[config.mk]
export PLATFORM = sky130hd
export DESIGN_NAME = car_access_port
export DESIGN_NICKNAME = d
export VERILOG_FILES = /design/src/rtl/car_pkg.sv /design/src/rtl/car_tx_slots.sv /design/src/rtl/car_rx_slot.sv /design/src/rtl/car_rst_timer.sv /design/src/rtl/car_access_port.sv
export SDC_FILE = /design/constraint.sdc
export NUM_CORES = 1
export LEC_CHECK = 0
export BUFFER_PORTS_ARGS = -buffer_cell sky130_fd_sc_hd__clkbuf_2
export CAP_MARGIN = 25
export CORE_ASPECT_RATIO = 2
export CORE_MARGIN = 3
export CORE_UTILIZATION = 45
export CTS_CLUSTER_DIAMETER = 30
export CTS_CLUSTER_SIZE = 12
export DETAILED_ROUTE_END_ITERATION = 10
export PLACE_DENSITY = 0.68
export SYNTH_ARGS = -nofsm -noshare
export SYNTH_HDL_FRONTEND = slang
export SYNTH_SLANG_ARGS = --single-unit
[constraint.sdc]
create_clock -name clk -period 3.05 [get_ports clk]
set_input_delay 0.915 -clock clk [delete_from_list [all_inputs] [get_ports clk]]
set_output_delay 0.915 -clock clk [all_outputs]
set_load 0.02 [all_outputs]
[src/rtl/car_pkg.sv]
// Shared constants for the codec register access port: register offsets,
// control and flag bit positions, slot word field positions.
package car_pkg;
    localparam int OFS_S1TX = 0;
    localparam int OFS_S2TX = 1;
    localparam int OFS_S1RX = 2;
    localparam int OFS_S2RX = 3;
    localparam int OFS_FLAG = 4;
    localparam int OFS_CTRL = 5;
    localparam int OFS_RST  = 6;

    localparam int C_IE    = 0;
    localparam int C_S1RX  = 3;
    localparam int C_S1TX  = 4;
    localparam int C_S2RX  = 5;
    localparam int C_S2TX  = 6;
    localparam int C_SEL   = 10;

    localparam int F_BUSY1 = 1;
    localparam int F_BUSY2 = 3;
    localparam int F_VAL1  = 6;
    localparam int F_EMP1  = 7;
    localparam int F_VAL2  = 8;
    localparam int F_EMP2  = 9;
    localparam int F_ECHO  = 15;
    localparam int FLAG_W  = 16;

    localparam int IDX_LSB   = 12;
    localparam int IDX_W     = 7;
    localparam int RDREQ_BIT = 19;
endpackage

[src/rtl/car_tx_slots.sv]
// Transmit side: holds the slot-1 and slot-2 words, tracks busy, and sends
// them at a frame tick. Assumes slot 2 only travels together with slot 1.
module car_tx_slots #(
    parameter int SLOT_W = 20
) (
    input  logic              clk,
    input  logic              rst_n,
    input  logic              ie,
    input  logic              en1,
    input  logic              en2,
    input  logic              tick,
    input  logic              ld1,
    input  logic              ld2,
    input  logic [SLOT_W-1:0] ld_word,
    output logic [SLOT_W-1:0] word1,
    output logic [SLOT_W-1:0] word2,
    output logic              busy1,
    output logic              busy2,
    output logic              send1,
    output logic              tx_v1,
    output logic [SLOT_W-1:0] tx_w1,
    output logic              tx_v2,
    output logic [SLOT_W-1:0] tx_w2
);
    logic send2;

    // Launch decision: slot 1 gates the pair, a same-cycle load takes priority
    always_comb begin
        send1 = tick && ie && en1 && busy1 && !ld1;
        send2 = send1 && en2 && busy2 && !ld2;
    end

    // Stored transmit words
    always_ff @(posedge clk) begin
        if (!rst_n) begin
            word1 <= '0;
            word2 <= '0;
        end else begin
            if (ld1) word1 <= ld_word;
            if (ld2) word2 <= ld_word;
        end
    end

    // Busy flags: set on load, clear on send, held clear while disabled
    always_ff @(posedge clk) begin
        if (!rst_n || !ie) begin
            busy1 <= 1'b0;
            busy2 <= 1'b0;
        end else begin
            if (ld1)        busy1 <= 1'b1;
            else if (send1) busy1 <= 1'b0;
            if (ld2)        busy2 <= 1'b1;
            else if (send2) busy2 <= 1'b0;
        end
    end

    // Per-frame outgoing slot words, valid for one cycle
    always_ff @(posedge clk) begin
        if (!rst_n) begin
            tx_v1 <= 1'b0;
            tx_v2 <= 1'b0;
            tx_w1 <= '0;
            tx_w2 <= '0;
        end else begin
            tx_v1 <= send1;
            tx_v2 <= send2;
            tx_w1 <= send1 ? word1 : '0;
            tx_w2 <= send2 ? word2 : '0;
        end
    end

    a_r3_slot2_rides_with_slot1: assert property (@(posedge clk) disable iff (!rst_n)
        tx_v2 |-> tx_v1);
    a_r4_busy1_drop_means_sent: assert property (@(posedge clk) disable iff (!rst_n)
        ($fell(busy1) && $past(ie)) |-> tx_v1);
    a_r4_busy2_drop_means_sent: assert property (@(posedge clk) disable iff (!rst_n)
        ($fell(busy2) && $past(ie)) |-> tx_v2);
    a_r2_send_on_tick: assert property (@(posedge clk) disable iff (!rst_n)
        tx_v1 |-> $past(tick));
endmodule

[src/rtl/car_rx_slot.sv]
// One receive slot: captures the codec's word at a frame tick and keeps a
// valid flag that a bus read clears. Assumes one word per frame.
module car_rx_slot #(
    parameter int SLOT_W = 20
) (
    input  logic              clk,
    input  logic              rst_n,
    input  logic              ie,
    input  logic              en,
    input  logic              tick,
    input  logic              in_valid,
    input  logic [SLOT_W-1:0] in_word,
    input  logic              rd_clr,
    output logic              cap,
    output logic [SLOT_W-1:0] word,
    output logic              valid
);
    // Capture strobe for this frame
    always_comb cap = tick && ie && en && in_valid;

    // Held word, overwritten by each capture
    always_ff @(posedge clk) begin
        if (!rst_n)   word <= '0;
        else if (cap) word <= in_word;
    end

    // Valid flag: capture wins over a same-cycle read
    always_ff @(posedge clk) begin
        if (!rst_n || !ie) valid <= 1'b0;
        else if (cap)      valid <= 1'b1;
        else if (rd_clr)   valid <= 1'b0;
    end

    a_r6_valid_from_capture: assert property (@(posedge clk) disable iff (!rst_n)
        $rose(valid) |-> $past(tick && in_valid && en));
    a_r7_read_clears: assert property (@(posedge clk) disable iff (!rst_n)
        $fell(valid) |-> $past(rd_clr || !ie));
endmodule

[src/rtl/car_rst_timer.sv]
// Codec reset pin driver: the pin follows the request but may rise only once
// it has been low for HOLD cycles. Assumes HOLD >= 1.
module car_rst_timer #(
    parameter int HOLD = 500
) (
    input  logic clk,
    input  logic rst_n,
    input  logic req,
    output logic pin_n
);
    localparam int CNT_W = $clog2(HOLD + 1);
    logic [CNT_W-1:0] low_cnt;

    // Counts cycles with the pin low, saturating at HOLD
    always_ff @(posedge clk) begin
        if (!rst_n || pin_n)                low_cnt <= '0;
        else if (low_cnt != CNT_W'(HOLD))   low_cnt <= low_cnt + 1'b1;
    end

    // Pin state: drop at once, release only after the hold time
    always_ff @(posedge clk) begin
        if (!rst_n || !req)                 pin_n <= 1'b0;
        else if (low_cnt == CNT_W'(HOLD))   pin_n <= 1'b1;
    end

    a_r11_release_needs_request: assert property (@(posedge clk) disable iff (!rst_n)
        $rose(pin_n) |-> $past(req));
endmodule

[src/rtl/car_access_port.sv]
// Top of the codec register access port: register bus decode, control and
// reset words, read-echo check and flag word. Assumes single-cycle bus strobes.
module car_access_port #(
    parameter int ADDR_W          = 3,
    parameter int SLOT_W          = 20,
    parameter int NUM_CODECS      = 4,
    parameter int RST_HOLD_CYCLES = 500,
    localparam int SEL_W          = $clog2(NUM_CODECS)
) (
    input  logic              clk,
    input  logic              rst_n,
    input  logic              bus_wr,
    input  logic              bus_rd,
    input  logic [ADDR_W-1:0] bus_addr,
    input  logic [SLOT_W-1:0] bus_wdata,
    output logic [SLOT_W-1:0] bus_rdata,
    input  logic              frame_tick,
    output logic              tx_slot1_valid,
    output logic [SLOT_W-1:0] tx_slot1,
    output logic              tx_slot2_valid,
    output logic [SLOT_W-1:0] tx_slot2,
    input  logic              rx_slot1_valid,
    input  logic [SLOT_W-1:0] rx_slot1,
    input  logic              rx_slot2_valid,
    input  logic [SLOT_W-1:0] rx_slot2,
    output logic [SEL_W-1:0]  codec_sel,
    output logic              codec_rst_n
);
    import car_pkg::*;

    localparam int CTRL_W = C_SEL + SEL_W;
    localparam int NRX    = 2;

    logic [CTRL_W-1:0] ctrl_q;
    logic              rst_req_q;
    logic              ie;
    logic              ld1, ld2;
    logic [SLOT_W-1:0] txw1, txw2;
    logic              busy1, busy2, send1;
    logic [NRX-1:0]    rx_en, rx_in_v, rx_clr, rx_cap, rx_val;
    logic [NRX-1:0][SLOT_W-1:0] rx_in_w, rx_word;
    logic              rd_pend_q;
    logic [IDX_W-1:0]  rd_idx_q;
    logic              echo_q;
    logic [FLAG_W-1:0] flags;

    // Bus write strobes and control fields
    always_comb begin
        ie         = ctrl_q[C_IE];
        ld1        = bus_wr && (bus_addr == ADDR_W'(OFS_S1TX));
        ld2        = bus_wr && (bus_addr == ADDR_W'(OFS_S2TX));
        rx_en[0]   = ctrl_q[C_S1RX];
        rx_en[1]   = ctrl_q[C_S2RX];
        rx_in_v[0] = rx_slot1_valid;
        rx_in_v[1] = rx_slot2_valid;
        rx_in_w[0] = rx_slot1;
        rx_in_w[1] = rx_slot2;
        codec_sel  = ctrl_q[C_SEL +: SEL_W];
    end

    // Control and reset request words
    always_ff @(posedge clk) begin
        if (!rst_n) begin
            ctrl_q    <= '0;
            rst_req_q <= 1'b0;
        end else if (bus_wr) begin
            if (bus_addr == ADDR_W'(OFS_CTRL)) ctrl_q    <= bus_wdata[CTRL_W-1:0];
            if (bus_addr == ADDR_W'(OFS_RST))  rst_req_q <= bus_wdata[0];
        end
    end

    car_tx_slots #(.SLOT_W(SLOT_W)) u_tx (
        .clk(clk), .rst_n(rst_n), .ie(ie),
        .en1(ctrl_q[C_S1TX]), .en2(ctrl_q[C_S2TX]), .tick(frame_tick),
        .ld1(ld1), .ld2(ld2), .ld_word(bus_wdata),
        .word1(txw1), .word2(txw2), .busy1(busy1), .busy2(busy2), .send1(send1),
        .tx_v1(tx_slot1_valid), .tx_w1(tx_slot1),
        .tx_v2(tx_slot2_valid), .tx_w2(tx_slot2)
    );

    for (genvar g = 0; g < NRX; g++) begin : g_rx
        assign rx_clr[g] = bus_rd && (bus_addr == ADDR_W'(OFS_S1RX + g));
        car_rx_slot #(.SLOT_W(SLOT_W)) u_rx (
            .clk(clk), .rst_n(rst_n), .ie(ie), .en(rx_en[g]), .tick(frame_tick),
            .in_valid(rx_in_v[g]), .in_word(rx_in_w[g]), .rd_clr(rx_clr[g]),
            .cap(rx_cap[g]), .word(rx_word[g]), .valid(rx_val[g])
        );
    end

    car_rst_timer #(.HOLD(RST_HOLD_CYCLES)) u_rst (
        .clk(clk), .rst_n(rst_n), .req(rst_req_q), .pin_n(codec_rst_n)
    );

    // Remembers the index of the last read request that went out
    always_ff @(posedge clk) begin
        if (!rst_n || !ie) begin
            rd_pend_q <= 1'b0;
            rd_idx_q  <= '0;
        end else if (send1 && txw1[RDREQ_BIT]) begin
            rd_pend_q <= 1'b1;
            rd_idx_q  <= txw1[IDX_LSB +: IDX_W];
        end
    end

    // Echo flag: updated by each slot-1 capture
    always_ff @(posedge clk) begin
        if (!rst_n || !ie) echo_q <= 1'b0;
        else if (rx_cap[0]) echo_q <= rd_pend_q && (rx_slot1[IDX_LSB +: IDX_W] == rd_idx_q);
    end

    // Flag word assembly
    always_comb begin
        flags          = '0;
        flags[F_BUSY1] = busy1;
        flags[F_BUSY2] = busy2;
        flags[F_EMP1]  = !busy1;
        flags[F_EMP2]  = !busy2;
        flags[F_VAL1]  = rx_val[0];
        flags[F_VAL2]  = rx_val[1];
        flags[F_ECHO]  = echo_q;
    end

    // Read data multiplexer
    always_comb begin
        bus_rdata = '0;
        case (bus_addr)
            ADDR_W'(OFS_S1TX): bus_rdata = txw1;
            ADDR_W'(OFS_S2TX): bus_rdata = txw2;
            ADDR_W'(OFS_S1RX): bus_rdata = rx_word[0];
            ADDR_W'(OFS_S2RX): bus_rdata = rx_word[1];
            ADDR_W'(OFS_FLAG): bus_rdata = SLOT_W'(flags);
            ADDR_W'(OFS_CTRL): bus_rdata = SLOT_W'(ctrl_q);
            ADDR_W'(OFS_RST):  bus_rdata = SLOT_W'(rst_req_q);
            default:           bus_rdata = '0;
        endcase
    end

    // Checker counter: cycles the codec reset pin has been low
    localparam int LC_W = $clog2(RST_HOLD_CYCLES + 1);
    logic [LC_W-1:0] pin_low_cnt;
    always_ff @(posedge clk) begin
        if (!rst_n || codec_rst_n)                       pin_low_cnt <= '0;
        else if (pin_low_cnt != LC_W'(RST_HOLD_CYCLES))  pin_low_cnt <= pin_low_cnt + 1'b1;
    end

    a_r11_min_low_time: assert property (@(posedge clk) disable iff (!rst_n)
        $rose(codec_rst_n) |-> (pin_low_cnt == LC_W'(RST_HOLD_CYCLES)));
    a_r9_disabled_is_quiet: assert property (@(posedge clk) disable iff (!rst_n)
        !ie |=> (!tx_slot1_valid && !tx_slot2_valid && !busy1 && !busy2 && rx_val == '0 && !echo_q));
    a_r8_echo_from_capture: assert property (@(posedge clk) disable iff (!rst_n)
        $rose(echo_q) |-> $past(rx_cap[0]));
endmodule

# Yosys cells after proc, flatten, opt, wreduce, memory -nomap -nowiden
# Index checks and enable logic that the tools add are counted.
[word_totals]
out_inout_bits = 65
mem_bits_ro = 0
latchBits = 0
mem_count = 0
register_bits = 158
mem_bits_rw = 0
[classes]
n_eq_ne = 9
mul = 0
shifts = 0
n_bitwise = 0
reduce_logical = 36
n_mux = 9
div_mod_pow = 0
n_lt_le_gt_ge = 0
add_sub_neg = 1
[ops]
columns = ["op", "count"]
rows = [
  ["20-bit case mux with 7 select lines", 1],
  ["1-bit logical AND", 17],
  ["9-bit by 1-bit adder with 9-bit output, second input constant", 1],
  ["3-bit equality test, second input constant", 3],
  ["9-bit equality test, second input constant", 1],
  ["9-bit inequality test, second input constant", 1],
  ["1-bit two-way mux", 8],
  ["2-bit AND reduction", 4],
  ["2-bit nonzero test", 4],
  ["7-bit equality test", 1],
  ["1-bit zero test", 7],
  ["3-bit by 2-bit equality test with 1-bit output, second input constant", 2],
  ["3-bit by 1-bit equality test with 1-bit output, second input constant", 1],
  ["3-bit zero test", 1],
  ["1-bit logical OR", 3],
]

# Logic depth before layout (Yosys ltp)
[logic_depth]
depth_word = 9
depth_mapped = 7
depth_no_buf = 6

# Hierarchy
# Synthesis repeated with hierarchy kept, for this count alone.
[hier_totals]
hier_cells = 717
area_unflattened_um2 = 6985.4
[by_module_without_submodules]
columns = ["module", "seq_area_each_um2", "instances", "area_per_inst_um2", "cells_each"]
rows = [
  ["car_tx_slots", 1681.6, 1, 3010.4, 276],
  ["car_access_port", 440.4, 1, 1780.5, 206],
  ["car_rx_slot", 420.4, 2, 870.8, 92],
  ["car_rst_timer", 200.2, 1, 452.9, 51],
]

# Worst setup path before layout
# No wires, ideal clock.
[synth_path]
path_type = "input -> output"
startpoint = "input bus_addr[2]"
endpoint = "output bus_rdata[15]"
path_buffers = 2
path_slack_ns = 0.131
t_arrival_ns = 2.004
stages = 4
path_cell_list = "clkbuf_1 > buf_2 > nand2_1 > o32ai_1"
[synth_between]
elab_chain_cells = 2
elab_cells_between_ends = 8
[synth_rtl]
columns = ["element", "line", "rtl"]
rows = [
  ["start: declaration", "car_access_port.sv:14", "input logic [ADDR_W-1:0] bus_addr,"],
  ["3-bit equality test, or another cell as far along", "car_access_port.sv:126", "case (bus_addr)"],
  ["20-bit case mux with 7 select lines *", "car_access_port.sv:126", ""],
  ["end: declaration", "car_access_port.sv:16", "output logic [SLOT_W-1:0] bus_rdata,"],
]
# Mark *: on every way between the ends. The rest lies on a longest branch, timed or not.

# Worst setup path after layout
[layout_path]
startpoint = "input bus_addr[2]"
endpoint = "output bus_rdata[1]"
# The elaborated chain is that of the path after synthesis.

==> summary.txt <==
drt pass-1 iters - 4
Placer Congestion - 0.933
unrepaired setup endpoints after global routing - no
Tot Pwr - 4620 µW
share of flip-flops with an asynchronous set or reset - 0%
Max Slew Vio Count - 0
sequential element share of the synthesized area - 49.1%
Port Buf Inserts - 134
leakage power - 0.00321 µW
Core Util, Final - 57.8%
Vias/cell - 5.22
clk slew on worst S/H paths - 0.06 ns
TNS Setup - 0 ns
DR iter-0 viols - 340
Post-CTS Resized - 0
worst ir drop on vdd - 0.412 mV
total grt overflow - 0
Placed Instances - 1010
die width - 90.6 µm
Hold WS - 0.454 ns
DRC viols - 0
CTS tree - yes
Detail Route Antenna Nets - 0
most common cell after layout, fill and taps aside - nand2_1
largest net degree at the start of global routing - 43
worst path cell trace - clkbuf_2 > buf_4 > nor2_1 > a21oi_1 > o221ai_1 > clkbuf_2
crit path DAT - 2.04 ns
HPWL after DPL - 13600 µm
Hold WC Path Type - flip-flop to flip-flop
critical path's top delay family - buffers and inverters
syn nets - 779
gr usage total - 23.8%
total core area - 0.0140 mm²
r2r worst-path depth - 4
Layout Cells excl Fill - 1044
CP dominant cell by count - clkbuf_2
Vias - 5448
io pins - 135
clock tree buffer depth - 2
Post-Synthesis Cells - 707
most frequent cells in the layout - nand2_1, dfxtp_1, clkbuf_2
Mean Syn Cell Area - 9.11 µm²
final hold vios - 0
YS warnings - 0
Cell variety after synth - 42
largest fanout on the critical path - 12
predominant post-synthesis flop cell - dfxtp_1
area grow syn2layout - 25.3%
Crit. path cell count - 6
relative slew slack - 64.9%
proportion of layout cells with a drive suffix above 1 - 25.4%
hold depth - 2
Worst-Margin Slew - 0.526 ns
PD cells - 572 mW/mm²
#FFs+latches synth - 158
ant diodes - 0
first-pass GRT wire length - 29400 µm
Die Y - 175 µm
Final Cycle Share - 96.9%
critical path endpoint category - output port
average routed wire per standard cell - 17.8 µm
Clock Sinks - 158
endpoints failing setup - 0
Worst Path Buf+Inv - 3
clk_skew - 0.00868 ns
Max Clock Freq - 338 MHz
die area - 0.0159 mm²
Starting Density - 46.1%
Post-synth EDFFs - 0
DRT Wirelength - 18500 µm
post-CTS setup buffers - 0
vias in the first global route - 5660
Max-Cap Viols - 0
Layout Nets - 914
status - finished clean
Cell Rows - 61
Startpoint Class - input pin
TritonCTS buffer count - 17
Hold-fix buffers, CTS - 0
htree depth - 4
critical path type - input pin to output port
slowest stage delay, CP - 0.25 ns
latest clock arrival within the worst-skew pair - 0.42 ns
final period demand of the worst path - 2.96 ns
WP data required - 2.13 ns
clk root buf - clkbuf_16
Synth Cell Area - 0.00644 mm²
initial antenna violation count - 0
Slowest cell on crit path - buf_4
[cell usage after synthesis, types with 7 or more instances]
master    instances  share of area (%)
nand2_1         192                 11
dfxtp_1         158                 49
a21boi_0         89                 10
and2_1           40                3.9
clkbuf_1         32                1.9
nor2_1           23                1.3
a21oi_1          17                1.3
mux2i_1          17                2.6
mux4_2           16                5.6
inv_1            14               0.82
nand3_1          13                1.0
nor2b_1          12                1.2
buf_2            10               0.78
o21ai_0           8               0.62
xor2_1            7               0.95
[per-stage QoR]
step | setup WS, ns | area, µm²
after floorplan | 0.131 | 6440
final | 0.0941 | 8070
after detailed placement | 0.0213 | 7380
after global routing | 0.0348 | 8070
after CTS | 0.0230 | 8000
after global placement | 0.0537 | 7380
[path summary, 6_finish.rpt]
check,start,endpoint,slack (ns)
worst min-delay path,rd_pend_q$_SDFFE_PP0P_,rd_pend_q$_SDFFE_PP0P_,0.45
worst max register to register,ctrl_q[0]$_SDFFE_PN0P_,rd_idx_q[3]$_SDFFE_PP0P_,1.23
worst min register to register,rd_pend_q$_SDFFE_PP0P_,rd_pend_q$_SDFFE_PP0P_,0.45
worst max-delay path,bus_addr[2],bus_rdata[1],0.09
[flip-flops by register name, summed over array words and instances, names as in the netlist]
signal and flops:
u_tx.tx_v1 1, rst_req_q 1, g_rx.u_rx.valid 2, u_tx.tx_v2 1, u_rst.pin_n 1, u_tx.busy2 1, u_tx.word2 20, ctrl_q 12
u_tx.word1 20, u_tx.tx_w1 20, rd_pend_q 1, rd_idx_q 7, u_tx.tx_w2 20, u_rst.low_cnt 9, u_tx.busy1 1, echo_q 1
g_rx.u_rx.word 40
[cell families (layout without fill, tap and decap cells)]
group / after synthesis / in the layout / share of synthesized area, %
XOR/XNOR: 10 / 10 / 1.36
adder cells (fa/ha/maj): 2 / 2 / 0.388
AND/OR/NAND/NOR: 308 / 308 / 21.9
AO/OA/AOI/OAI: 132 / 132 / 14.4
multiplexers: 33 / 33 / 8.23
buffers and inverters: 64 / 212 / 4.56
flip-flops: 158 / 158 / 49.1
[routing by layer]
metal	part of all wire, %	wire length [µm]	GRT usage [%]
met4	4.2	770	12.1
met2	55	10200	44.9
met3	4.8	892	4.27
met1	36	6660	24.5
met5	0	0	0
[tightest hold or removal path, cell delays in order, from the launching register on]
cell and delay [ns]:
dfxtp_1 0.30, inv_1 0.06, a21oi_1 0.05
[power by group]
group | switching [µW] | internal (µW)
clock | 860 | 1400
combinational | 138 | 117
sequential | 18.8 | 2080
total | 1020 | 3600
[cell type report]
| class | count | area [µm²] |
|---|---|---|
| clock buffer | 20 | 447 |
| clock inverter | 12 | 181 |
| fill | 1229 | 5900 |
| inverter | 14 | 52.6 |
| multi-input combinational | 485 | 2990 |
| sequential | 158 | 3160 |
| tap | 189 | 236 |
| timing repair buffer | 166 | 998 |
(Power assumes the default switching activity.)
